File: config.mk
export PLATFORM = sky130hd
export DESIGN_NAME = t1_irq_ctrl
export DESIGN_NICKNAME = d
export VERILOG_FILES = /design/src/rtl/tic_pkg.sv /design/src/rtl/tic_frame_ctr.sv /design/src/rtl/tic_stat_reg.sv /design/src/rtl/tic_txlock.sv /design/src/rtl/t1_irq_ctrl.sv
export SDC_FILE = /design/constraint.sdc
export NUM_CORES = 1
export LEC_CHECK = 0
export CAP_MARGIN = 10
export CORE_UTILIZATION = 40
export DETAILED_ROUTE_END_ITERATION = 10
export HOLD_SLACK_MARGIN = 0.15
export MAX_ROUTING_LAYER = met4
export PLACE_DENSITY = 0.66
export SLEW_MARGIN = 20
export SYNTH_ARGS = -nofsm -noshare
export SYNTH_HDL_FRONTEND = slang
export SYNTH_SLANG_ARGS = --single-unit
File: constraint.sdc
create_clock -name clk -period 2.08 [get_ports clk]
set_input_delay 0.416 -clock clk [delete_from_list [all_inputs] [get_ports clk]]
set_output_delay 0.416 -clock clk [all_outputs]
set_load 0.005 [all_outputs]
File: src/rtl/tic_pkg.sv
package tic_pkg;

   typedef enum logic [1:0] {
      FMT_F12 = 2'b00,
      FMT_F72 = 2'b01,
      FMT_ESF = 2'b10
   } fmt_e;

   localparam int EV_MFB  = 0;
   localparam int EV_CSE  = 1;
   localparam int EV_ALLS = 2;
   localparam int EV_RDO  = 3;
   localparam int EV_XDU  = 4;
   localparam int NUM_EV  = 5;

   localparam logic [1:0] ADDR_STAT = 2'd0;
   localparam logic [1:0] ADDR_MASK = 2'd1;
   localparam logic [1:0] ADDR_CTRL = 2'd2;
   localparam logic [1:0] ADDR_GSUM = 2'd3;

   function automatic int max3(input int a, input int b, input int c);
      int m;
      m = (a > b) ? a : b;
      return (m > c) ? m : c;
   endfunction

endpackage

File: src/rtl/tic_frame_ctr.sv
module tic_frame_ctr #(
   parameter int CW = 7
) (
   input  logic          clk,
   input  logic          rst_n,
   input  logic          restart,
   input  logic          adv,
   input  logic [CW-1:0] limit,
   output logic [CW-1:0] cnt,
   output logic          at_first
);

   localparam logic [CW-1:0] ONE = CW'(1);

   always_ff @(posedge clk or negedge rst_n) begin
      if (!rst_n) begin
         cnt <= ONE;
      end else if (restart) begin
         cnt <= ONE;
      end else if (adv) begin
         cnt <= (cnt >= limit) ? ONE : cnt + ONE;
      end
   end

   assign at_first = (cnt == ONE);

endmodule

File: src/rtl/tic_stat_reg.sv
module tic_stat_reg #(
   parameter int N = 5
) (
   input  logic         clk,
   input  logic         rst_n,
   input  logic [N-1:0] ev,
   input  logic [N-1:0] mask,
   input  logic         vis,
   input  logic         rd_clr,
   output logic [N-1:0] stat
);

   logic [N-1:0] take;

   for (genvar i = 0; i < N; i++) begin : g_bit
      assign take[i] = ev[i] & (vis | ~mask[i]);
   end

   always_ff @(posedge clk or negedge rst_n) begin
      if (!rst_n) begin
         stat <= '0;
      end else begin
         stat <= (rd_clr ? '0 : stat) | take;
      end
   end

endmodule

File: src/rtl/tic_txlock.sv
module tic_txlock (
   input  logic clk,
   input  logic rst_n,
   input  logic underrun,
   input  logic release_rd,
   output logic hold
);

   always_ff @(posedge clk or negedge rst_n) begin
      if (!rst_n) begin
         hold <= 1'b0;
      end else if (underrun) begin
         hold <= 1'b1;
      end else if (release_rd) begin
         hold <= 1'b0;
      end
   end

endmodule

File: src/rtl/t1_irq_ctrl.sv
module t1_irq_ctrl
   import tic_pkg::*;
#(
   parameter int DW      = 8,
   parameter int AW      = 2,
   parameter int LEN_F12 = 12,
   parameter int LEN_F72 = 72,
   parameter int LEN_ESF = 24,
   parameter int SIG_F12 = 12,
   parameter int SIG_F72 = 12,
   parameter int SIG_ESF = 24,
   localparam int MAXLEN = max3(LEN_F12, LEN_F72, LEN_ESF),
   localparam int CW     = $clog2(MAXLEN + 1)
) (
   input  logic          clk,
   input  logic          rst_n,
   input  logic [1:0]    fmt_sel,
   input  logic          frame_tick,
   input  logic          rx_ovf_ev,
   input  logic          last_bit_out,
   input  logic          txfifo_empty,
   input  logic          tx_underrun_ev,
   input  logic          reg_wr,
   input  logic          reg_rd,
   input  logic [AW-1:0] reg_addr,
   input  logic [DW-1:0] reg_wdata,
   output logic [DW-1:0] reg_rdata,
   output logic          irq_n,
   output logic          sum_flag,
   output logic          tx_hold,
   output logic [CW-1:0] frame_num
);

   localparam int NEV = NUM_EV;

   if (NEV > DW) begin : g_chk_dw
      $error("data width too small for the status register");
   end
   if (AW < 2) begin : g_chk_aw
      $error("address width must cover four registers");
   end
   if (SIG_F12 > LEN_F12 || SIG_ESF > LEN_ESF) begin : g_chk_sig
      $error("signalling period longer than multiframe");
   end

   logic [1:0]     fmt_q;
   logic           fmt_chg;
   logic [CW-1:0]  mf_len;
   logic [CW-1:0]  sig_len;
   logic [CW-1:0]  sig_num;
   logic           mf_first;
   logic           sig_first;
   logic           adv;
   logic [NEV-1:0] ev;
   logic [NEV-1:0] mask;
   logic [NEV-1:0] stat;
   logic           vis;
   logic           stat_rd;
   logic           mask_wr;
   logic           ctrl_wr;
   logic           unused_wdata;

   assign unused_wdata = ^reg_wdata;

   always_ff @(posedge clk or negedge rst_n) begin
      if (!rst_n) fmt_q <= FMT_F12;
      else        fmt_q <= fmt_sel;
   end

   assign fmt_chg = (fmt_sel != fmt_q);
   assign adv     = frame_tick & ~fmt_chg;

   always_comb begin
      case (fmt_sel)
         FMT_F72: begin mf_len = CW'(LEN_F72); sig_len = CW'(SIG_F72); end
         FMT_ESF: begin mf_len = CW'(LEN_ESF); sig_len = CW'(SIG_ESF); end
         default: begin mf_len = CW'(LEN_F12); sig_len = CW'(SIG_F12); end
      endcase
   end

   tic_frame_ctr #(.CW(CW)) u_mf_ctr (
      .clk      (clk),
      .rst_n    (rst_n),
      .restart  (fmt_chg),
      .adv      (adv),
      .limit    (mf_len),
      .cnt      (frame_num),
      .at_first (mf_first)
   );

   tic_frame_ctr #(.CW(CW)) u_sig_ctr (
      .clk      (clk),
      .rst_n    (rst_n),
      .restart  (fmt_chg),
      .adv      (adv),
      .limit    (sig_len),
      .cnt      (sig_num),
      .at_first (sig_first)
   );

   always_comb begin
      ev          = '0;
      ev[EV_MFB]  = adv & mf_first;
      ev[EV_CSE]  = adv & sig_first;
      ev[EV_ALLS] = last_bit_out & txfifo_empty;
      ev[EV_RDO]  = rx_ovf_ev;
      ev[EV_XDU]  = tx_underrun_ev;
   end

   assign stat_rd = reg_rd  & (reg_addr == AW'(ADDR_STAT));
   assign mask_wr = reg_wr  & (reg_addr == AW'(ADDR_MASK));
   assign ctrl_wr = reg_wr  & (reg_addr == AW'(ADDR_CTRL));

   always_ff @(posedge clk or negedge rst_n) begin
      if (!rst_n) begin
         mask <= '1;
         vis  <= 1'b0;
      end else begin
         if (mask_wr) mask <= reg_wdata[NEV-1:0];
         if (ctrl_wr) vis  <= reg_wdata[0];
      end
   end

   tic_stat_reg #(.N(NEV)) u_stat (
      .clk    (clk),
      .rst_n  (rst_n),
      .ev     (ev),
      .mask   (mask),
      .vis    (vis),
      .rd_clr (stat_rd),
      .stat   (stat)
   );

   tic_txlock u_lock (
      .clk        (clk),
      .rst_n      (rst_n),
      .underrun   (tx_underrun_ev),
      .release_rd (stat_rd),
      .hold       (tx_hold)
   );

   assign sum_flag = |(stat & ~mask);
   assign irq_n    = ~sum_flag;

   always_comb begin
      reg_rdata = '0;
      case (reg_addr)
         AW'(ADDR_STAT): reg_rdata[NEV-1:0] = stat;
         AW'(ADDR_MASK): reg_rdata[NEV-1:0] = mask;
         AW'(ADDR_CTRL): reg_rdata[0]       = vis;
         AW'(ADDR_GSUM): reg_rdata[0]       = sum_flag;
         default:        reg_rdata          = '0;
      endcase
   end

endmodule

Word level (Yosys, flattened, before mapping)
Index checks and enable logic that the tools add are counted.
W data, S select, Z words.
{"block": "classes", "n_addsub": 2, "magnitude_cmp": 2, "eq_ne": 8, "mux": 13, "bitwise_logic": 27, "reduce_logical": 4}
{"op": "$mux W7", "n": 6}
{"op": "$add A7 B1 Y7 const B", "n": 2}
{"op": "$eq A7 B1 Y1 const B", "n": 2}
{"op": "$pmux W7 S2", "n": 1}
{"op": "$and A1 B1 Y1", "n": 12}
{"op": "$mux W5", "n": 2}
{"op": "$pmux W4 S2", "n": 1}
{"op": "$ge A7 B5 Y1", "n": 1}
{"op": "$ge A7 B7 Y1", "n": 1}
{"op": "$not A1 Y1", "n": 7}
{"op": "$eq A2 B2 Y1 const B", "n": 3}
{"op": "$and A5 B5 Y5", "n": 1}
{"op": "$not A5 Y5", "n": 1}
{"op": "$or A1 B1 Y1", "n": 5}
{"op": "$or A5 B5 Y5", "n": 1}
{"op": "$reduce_or A5 Y1", "n": 1}
{"op": "$eq A2 B1 Y1 const B", "n": 2}
{"op": "$pmux W1 S4", "n": 1}
{"op": "$reduce_bool A2 Y1", "n": 2}
{"op": "$logic_not A2 Y1", "n": 1}
{"op": "$mux W1", "n": 2}
{"op": "$ne A2 B2 Y1", "n": 1}
{"block": "word_totals", "register_bits": 28, "input_bits": 21, "output_inout_bits": 18, "elab_cells": 63}

Longest topological paths before layout
{"block": "depth", "depth_word": 6, "mapped_depth": 8, "mapped_depth_nobuf": 8}

Cells and area by module
From an unflattened synthesis, not the netlist that was laid out.
{"block": "hier_totals", "cells_unflattened": 205, "hier_area_um2": 1954.4}
{"module": "tic_frame_ctr", "instances": 2, "cells_each": 62, "area_per_inst_um2": 565.5, "seq_area_each_um2": 176.4}
{"module": "t1_irq_ctrl", "instances": 1, "cells_each": 62, "area_per_inst_um2": 583.1, "seq_area_each_um2": 206.4}
{"module": "tic_stat_reg", "instances": 1, "cells_each": 16, "area_per_inst_um2": 203.9, "seq_area_each_um2": 125.1}
{"module": "tic_txlock", "instances": 1, "cells_each": 3, "area_per_inst_um2": 36.3, "seq_area_each_um2": 25.0}

Least setup slack after synthesis
Ideal clock, no wire load.
{"block": "synth_timing", "kind": "input -> register", "start": "input fmt_sel[0]", "end": "register u_sig_ctr.cnt[5]", "setup_time_ns": 0.079, "arrival_ns": 1.898, "t_required_ns": 2.001, "setup_slack_ns": 0.103, "stages": 8, "path_buffers": 0, "path_cell_list": "inv_1 > ha_1 > inv_1 > ha_1 > or3_4 > a21o_1 > or4_1 > a21oi_1"}
{"block": "synth_between", "elab_chain_len": 6, "elab_cells_between_ends": 10, "cone_classes": "1 x order compare; 2 x eq/ne; 4 x mux; 2 x bitwise; 1 x reduce/logical"}
{"item": "from (decl)", "line_no": "t1_irq_ctrl.sv:17", "rtl": "input logic [1:0] fmt_sel,"}
{"item": "$eq A2 B2 Y1", "line_no": "t1_irq_ctrl.sv:74", "rtl": "case (fmt_sel)"}
{"item": "$mux W5", "line_no": "t1_irq_ctrl.sv:74"}
{"item": "$ge A7 B5 Y1", "line_no": "tic_frame_ctr.sv:21", "rtl": "cnt <= (cnt >= limit) ? ONE : cnt + ONE;"}
{"item": "$mux W7", "line_no": "tic_frame_ctr.sv:21"}
{"item": "$mux W7", "line_no": "tic_frame_ctr.sv:20", "rtl": "end else if (adv) begin"}
{"item": "$mux W7", "line_no": "tic_frame_ctr.sv:18", "rtl": "end else if (restart) begin"}
{"item": "to (signal assigned)", "line_no": "tic_frame_ctr.sv:21"}
{"item": "to (decl)", "line_no": "tic_frame_ctr.sv:9", "rtl": "output logic [CW-1:0] cnt,"}
Parallel ways exist; a longest one is shown, timed or not. The select of a mux whose other input is x is not followed.
A chain may end at the register's enable or synchronous reset.

Worst setup path in the final report
{"block": "layout_timing", "start": "register mask[1]", "end": "output reg_rdata[0]"}
{"block": "layout_between", "elab_chain_len": 4}
{"item": "from (decl)", "line_no": "t1_irq_ctrl.sv:55", "rtl": "logic [NEV-1:0] mask;"}
{"item": "from (signal assigned)", "line_no": "t1_irq_ctrl.sv:119", "rtl": "if (mask_wr) mask <= reg_wdata[NEV-1:0];"}
{"item": "$not A5 Y5", "line_no": "t1_irq_ctrl.sv:142", "rtl": "assign sum_flag = |(stat & ~mask);"}
{"item": "$and A5 B5 Y5", "line_no": "t1_irq_ctrl.sv:142"}
{"item": "$reduce_or A5 Y1", "line_no": "t1_irq_ctrl.sv:142"}
{"item": "$pmux W1 S4", "line_no": "t1_irq_ctrl.sv:147", "rtl": "case (reg_addr)"}
{"item": "to (decl)", "line_no": "t1_irq_ctrl.sv:27", "rtl": "output logic [DW-1:0] reg_rdata,"}
No other way between the ends.

==> results by group <==
Die
  • Die width: approximately 67 um
  • Die Area: 0.00447 mm^2
  • Die Y: approximately 67 um
  • Starting Density: between 40% and 50%
  • IO Pins: 39
  • Row count: 23
  • Core footprint: 0.00403 mm^2

Run status
  • Status: complete, but fails checks
  • Violated checks: setup timing

Critical path
  • Cell family with most CP delay: flip-flops
  • FF-to-FF path depth: 6
  • Max incr delay on CP: around 0.56 ns
  • Slowest-stage cell, CP: dfstp_2
  • CP Data Arrival Time: approximately 2 ns
  • Crit path required time: 1.66 ns
  • WP buf/inv: 2
  • Crit. path cell count: 5
  • Crit path capture type: primary output
  • Crit-path cells: inv_2, a222oi_1, nand2_1, mux4_2, buf_2
  • Crit Path Class: flip-flop to primary output
  • Startpoint types: flip-flop
  • Worst Path Max Fanout: 2

Run
  • Max-Cap Viols: 0

Drt
  • 1st-iter DRT viols: 42
  • TritonRoute pass-1 iters: 5
  • DRC Markers: 0
  • Final WL: between 4 and 5 mm
  • Via/cell ratio: between 5 and 6
  • Drt wl/cell: 14.3 um
  • Vias: ~1500
  • Antenna Nets Post-Route: 0

STA
  • Fin crit period: 2.38 ns
  • Slew Limit Fails: 0
  • Clk_skew: approximately 0.0076 ns
  • PnR worst setup slack: -0.301 ns
  • Final Hold Viols: 0
  • Period utilization: 114%
  • Setup violators final: 1
  • RSZ-0062 raised after global routing: yes
  • Fmax: about 420 MHz

Synth
  • Synthesized area: 0.00168 mm^2
  • Yosys top cell area share: 31.2%
  • Synth cell types: 42
  • Seq cells post-synth: 28
  • Top post-synthesis cells by area: dfrtp_1 31%, dfstp_2 11%, ha_1 9.7%, nand2_1 4.5%, inv_1 4.0%
  • Register area share after synthesis: 42.2%
  • Avg Inst Size Synth: 9.62 um^2
  • Dominant cell type by area after synthesis: dfrtp_1
  • Synth Warn #: 0
  • Syn Inst Count: between 150 and 200

CTS
  • Clock sinks: 28
  • # H-tree levels: 1
  • CTS Buf Count: 3
  • CTS tree: yes
  • Clk_lat worst skew: 0.27 ns
  • Root Driver: clkbuf_8
  • CTS max path bufs: 2
  • # hold bufs at CTS: 0
  • Clock transition at path regs: approximately 0.10 ns

GRT
  • Vias in the first global route: roughly 1400
  • Largest net degree at the start of global routing: 29
  • GRT overflow: 0
  • First-pass GRT wire length: 6.71 mm
  • GRT Total Usage: between 20 and 25%
  • Antenna violations before repair: 0

Final layout
  • Layout cells sized above 1: 24.5%
  • Antenna cells: 0
  • Post-route non-filler standard cell count: between 200 and 300
  • Final #Nets: between 200 and 300
  • Synthesis-to-finish area growth: 36.6%
  • Cell area after layout: 0.00230 mm^2

Hold path
  • Hold Path Class: input pin to async pin

Pwr
  • Maximum vdd drop: roughly 400 uV
  • P_leak: roughly 1.1 nW
  • P per Cell Area: slightly below 600 mW/mm^2

Placement
  • Post-DP HPWL: about 3.0 mm
  • Placed insts: 276
  • Placement Cell Area: 0.00222 mm^2
  • Final Wtd Congestion: 0.839
  • Input/output buffers: 32
[routing by layer]
metal | up-vias | share of wire (%) | GRT usage, %
met5 | - | 0 | -
met2 | 33 | 50 | 33.0
met4 | 0 | 1.4 | 7.71
met1 | 711 | 46 | 26.8
met3 | 4 | 2.4 | 2.57
li1 | 728 | - | -
[where the power goes]
group          switching (mW)  internal [mW]  total [mW]
logic                   0.159          0.232       0.391
registers              0.0455          0.613       0.658
clock network           0.174          0.137       0.311
total                   0.378          0.982        1.36
[final timing paths]
path                                       start          endpoint  slack [ns]
worst max register to register  u_sig_ctr.cnt[0]  u_sig_ctr.cnt[5]        0.15
worst min register to register       u_lock.hold       u_lock.hold        0.52
worst min-delay path                       rst_n  u_sig_ctr.cnt[4]        0.51
max in group asynchronous                  rst_n           mask[0]        1.26
min in group clk                      fmt_sel[1]          fmt_q[1]        0.51
worst max-delay path                     mask[1]      reg_rdata[0]       -0.30
[cells in the mapped netlist, drive strengths merged]
master   instances
a211oi           2
a21bo            1
a21boi           1
a21o             2
a21oi            5
a222oi           1
a22o             4
a22oi            1
a31oi            3
and2             2
and3             4
buf              3
clkbuf           4
conb             1
dfrtp           21
dfstp            7
ha              13
inv             18
mux2             6
mux2i            5
mux4             1
nand2           20
nand2b           1
nand3            7
nand3b           2
nand4            1
nand4b           2
nor2            11
nor3             3
nor4             1
nor4b            1
o2111ai          1
o211a            1
o211ai           3
o21ai            7
o31ai            1
or3              2
or4              2
xnor2            2
xor2             2
[repair_timing]
action / in CTS / in global routing
pin swaps: 4 / 3
setup buffers: 4 / 2
setup endpoints to repair: 15 / 7
resized for setup: 23 / 5
[cell type report]
type	instances	area [um^2]
inverters	18	67.6
clock buffers	4	45.0
multi-input cells	124	886
flip-flops and latches	28	709
repair buffers	59	528
fillers	370	1730
well taps	50	62.6
[flip-flops by register name (all words and copies together), names as in the netlist]
register and cells:
u_stat.stat 5, fmt_q 2, u_lock.hold 1, vis 1
mask 5, u_mf_ctr.cnt 7, u_sig_ctr.cnt 7
[logic make-up (layout without fill, tap and decap cells)]
kind of cell	Yosys count	after routing	synth area share (%)
DFF	28	28	42.2
adders and majority gates	13	13	9.67
muxes	12	12	8.33
buffers and inverters	25	81	6.24
other	1	3	0.223
AOI/OAI and AO/OA	33	33	13.5
xor gates and xnor gates	4	4	2.08
and+or+nand+nor	59	59	17.8
[per-stage QoR]
step	utilization [%]	power [mW]	worst slack (ns)	hold WS [ns]	TNS (ns)
finish	57.0	1.36	-0.301	0.511	-0.301
global route	57.0	1.45	-0.422	0.523	-0.571
CTS	56.9	1.38	-0.294	0.509	-0.460
detailed placement	55.0	1.05	-0.509	0.500	-5.30
global placement	55.0	1.04	-0.424	0.457	-4.51
floorplan	-	0.826	0.103	0.120	0
[layout by cell type, fill, tap and decap left out, types with 2 or more instances in the layout]
master,count
nand3b_1,2
inv_1,14
clkdlybuf4s50_1,23
nor3_1,3
inv_2,4
nand2_1,20
nand3_1,7
a211oi_1,2
dlygate4sd2_1,3
clkbuf_8,3
mux2i_1,5
nor2_1,11
buf_4,26
a21oi_1,4
nand4b_1,2
or3_4,2
xor2_1,2
and3_1,4
a31oi_1,3
dlymetal6s2s_1,3
and2_1,2
dfrtp_1,21
a22o_1,4
dfstp_2,7
conb_1,3
o211ai_1,3
xnor2_1,2
a21o_1,2
o21ai_0,7
ha_1,12
buf_6,3
mux2_2,6
No activity file was read; power rests on OpenSTA's default activity.
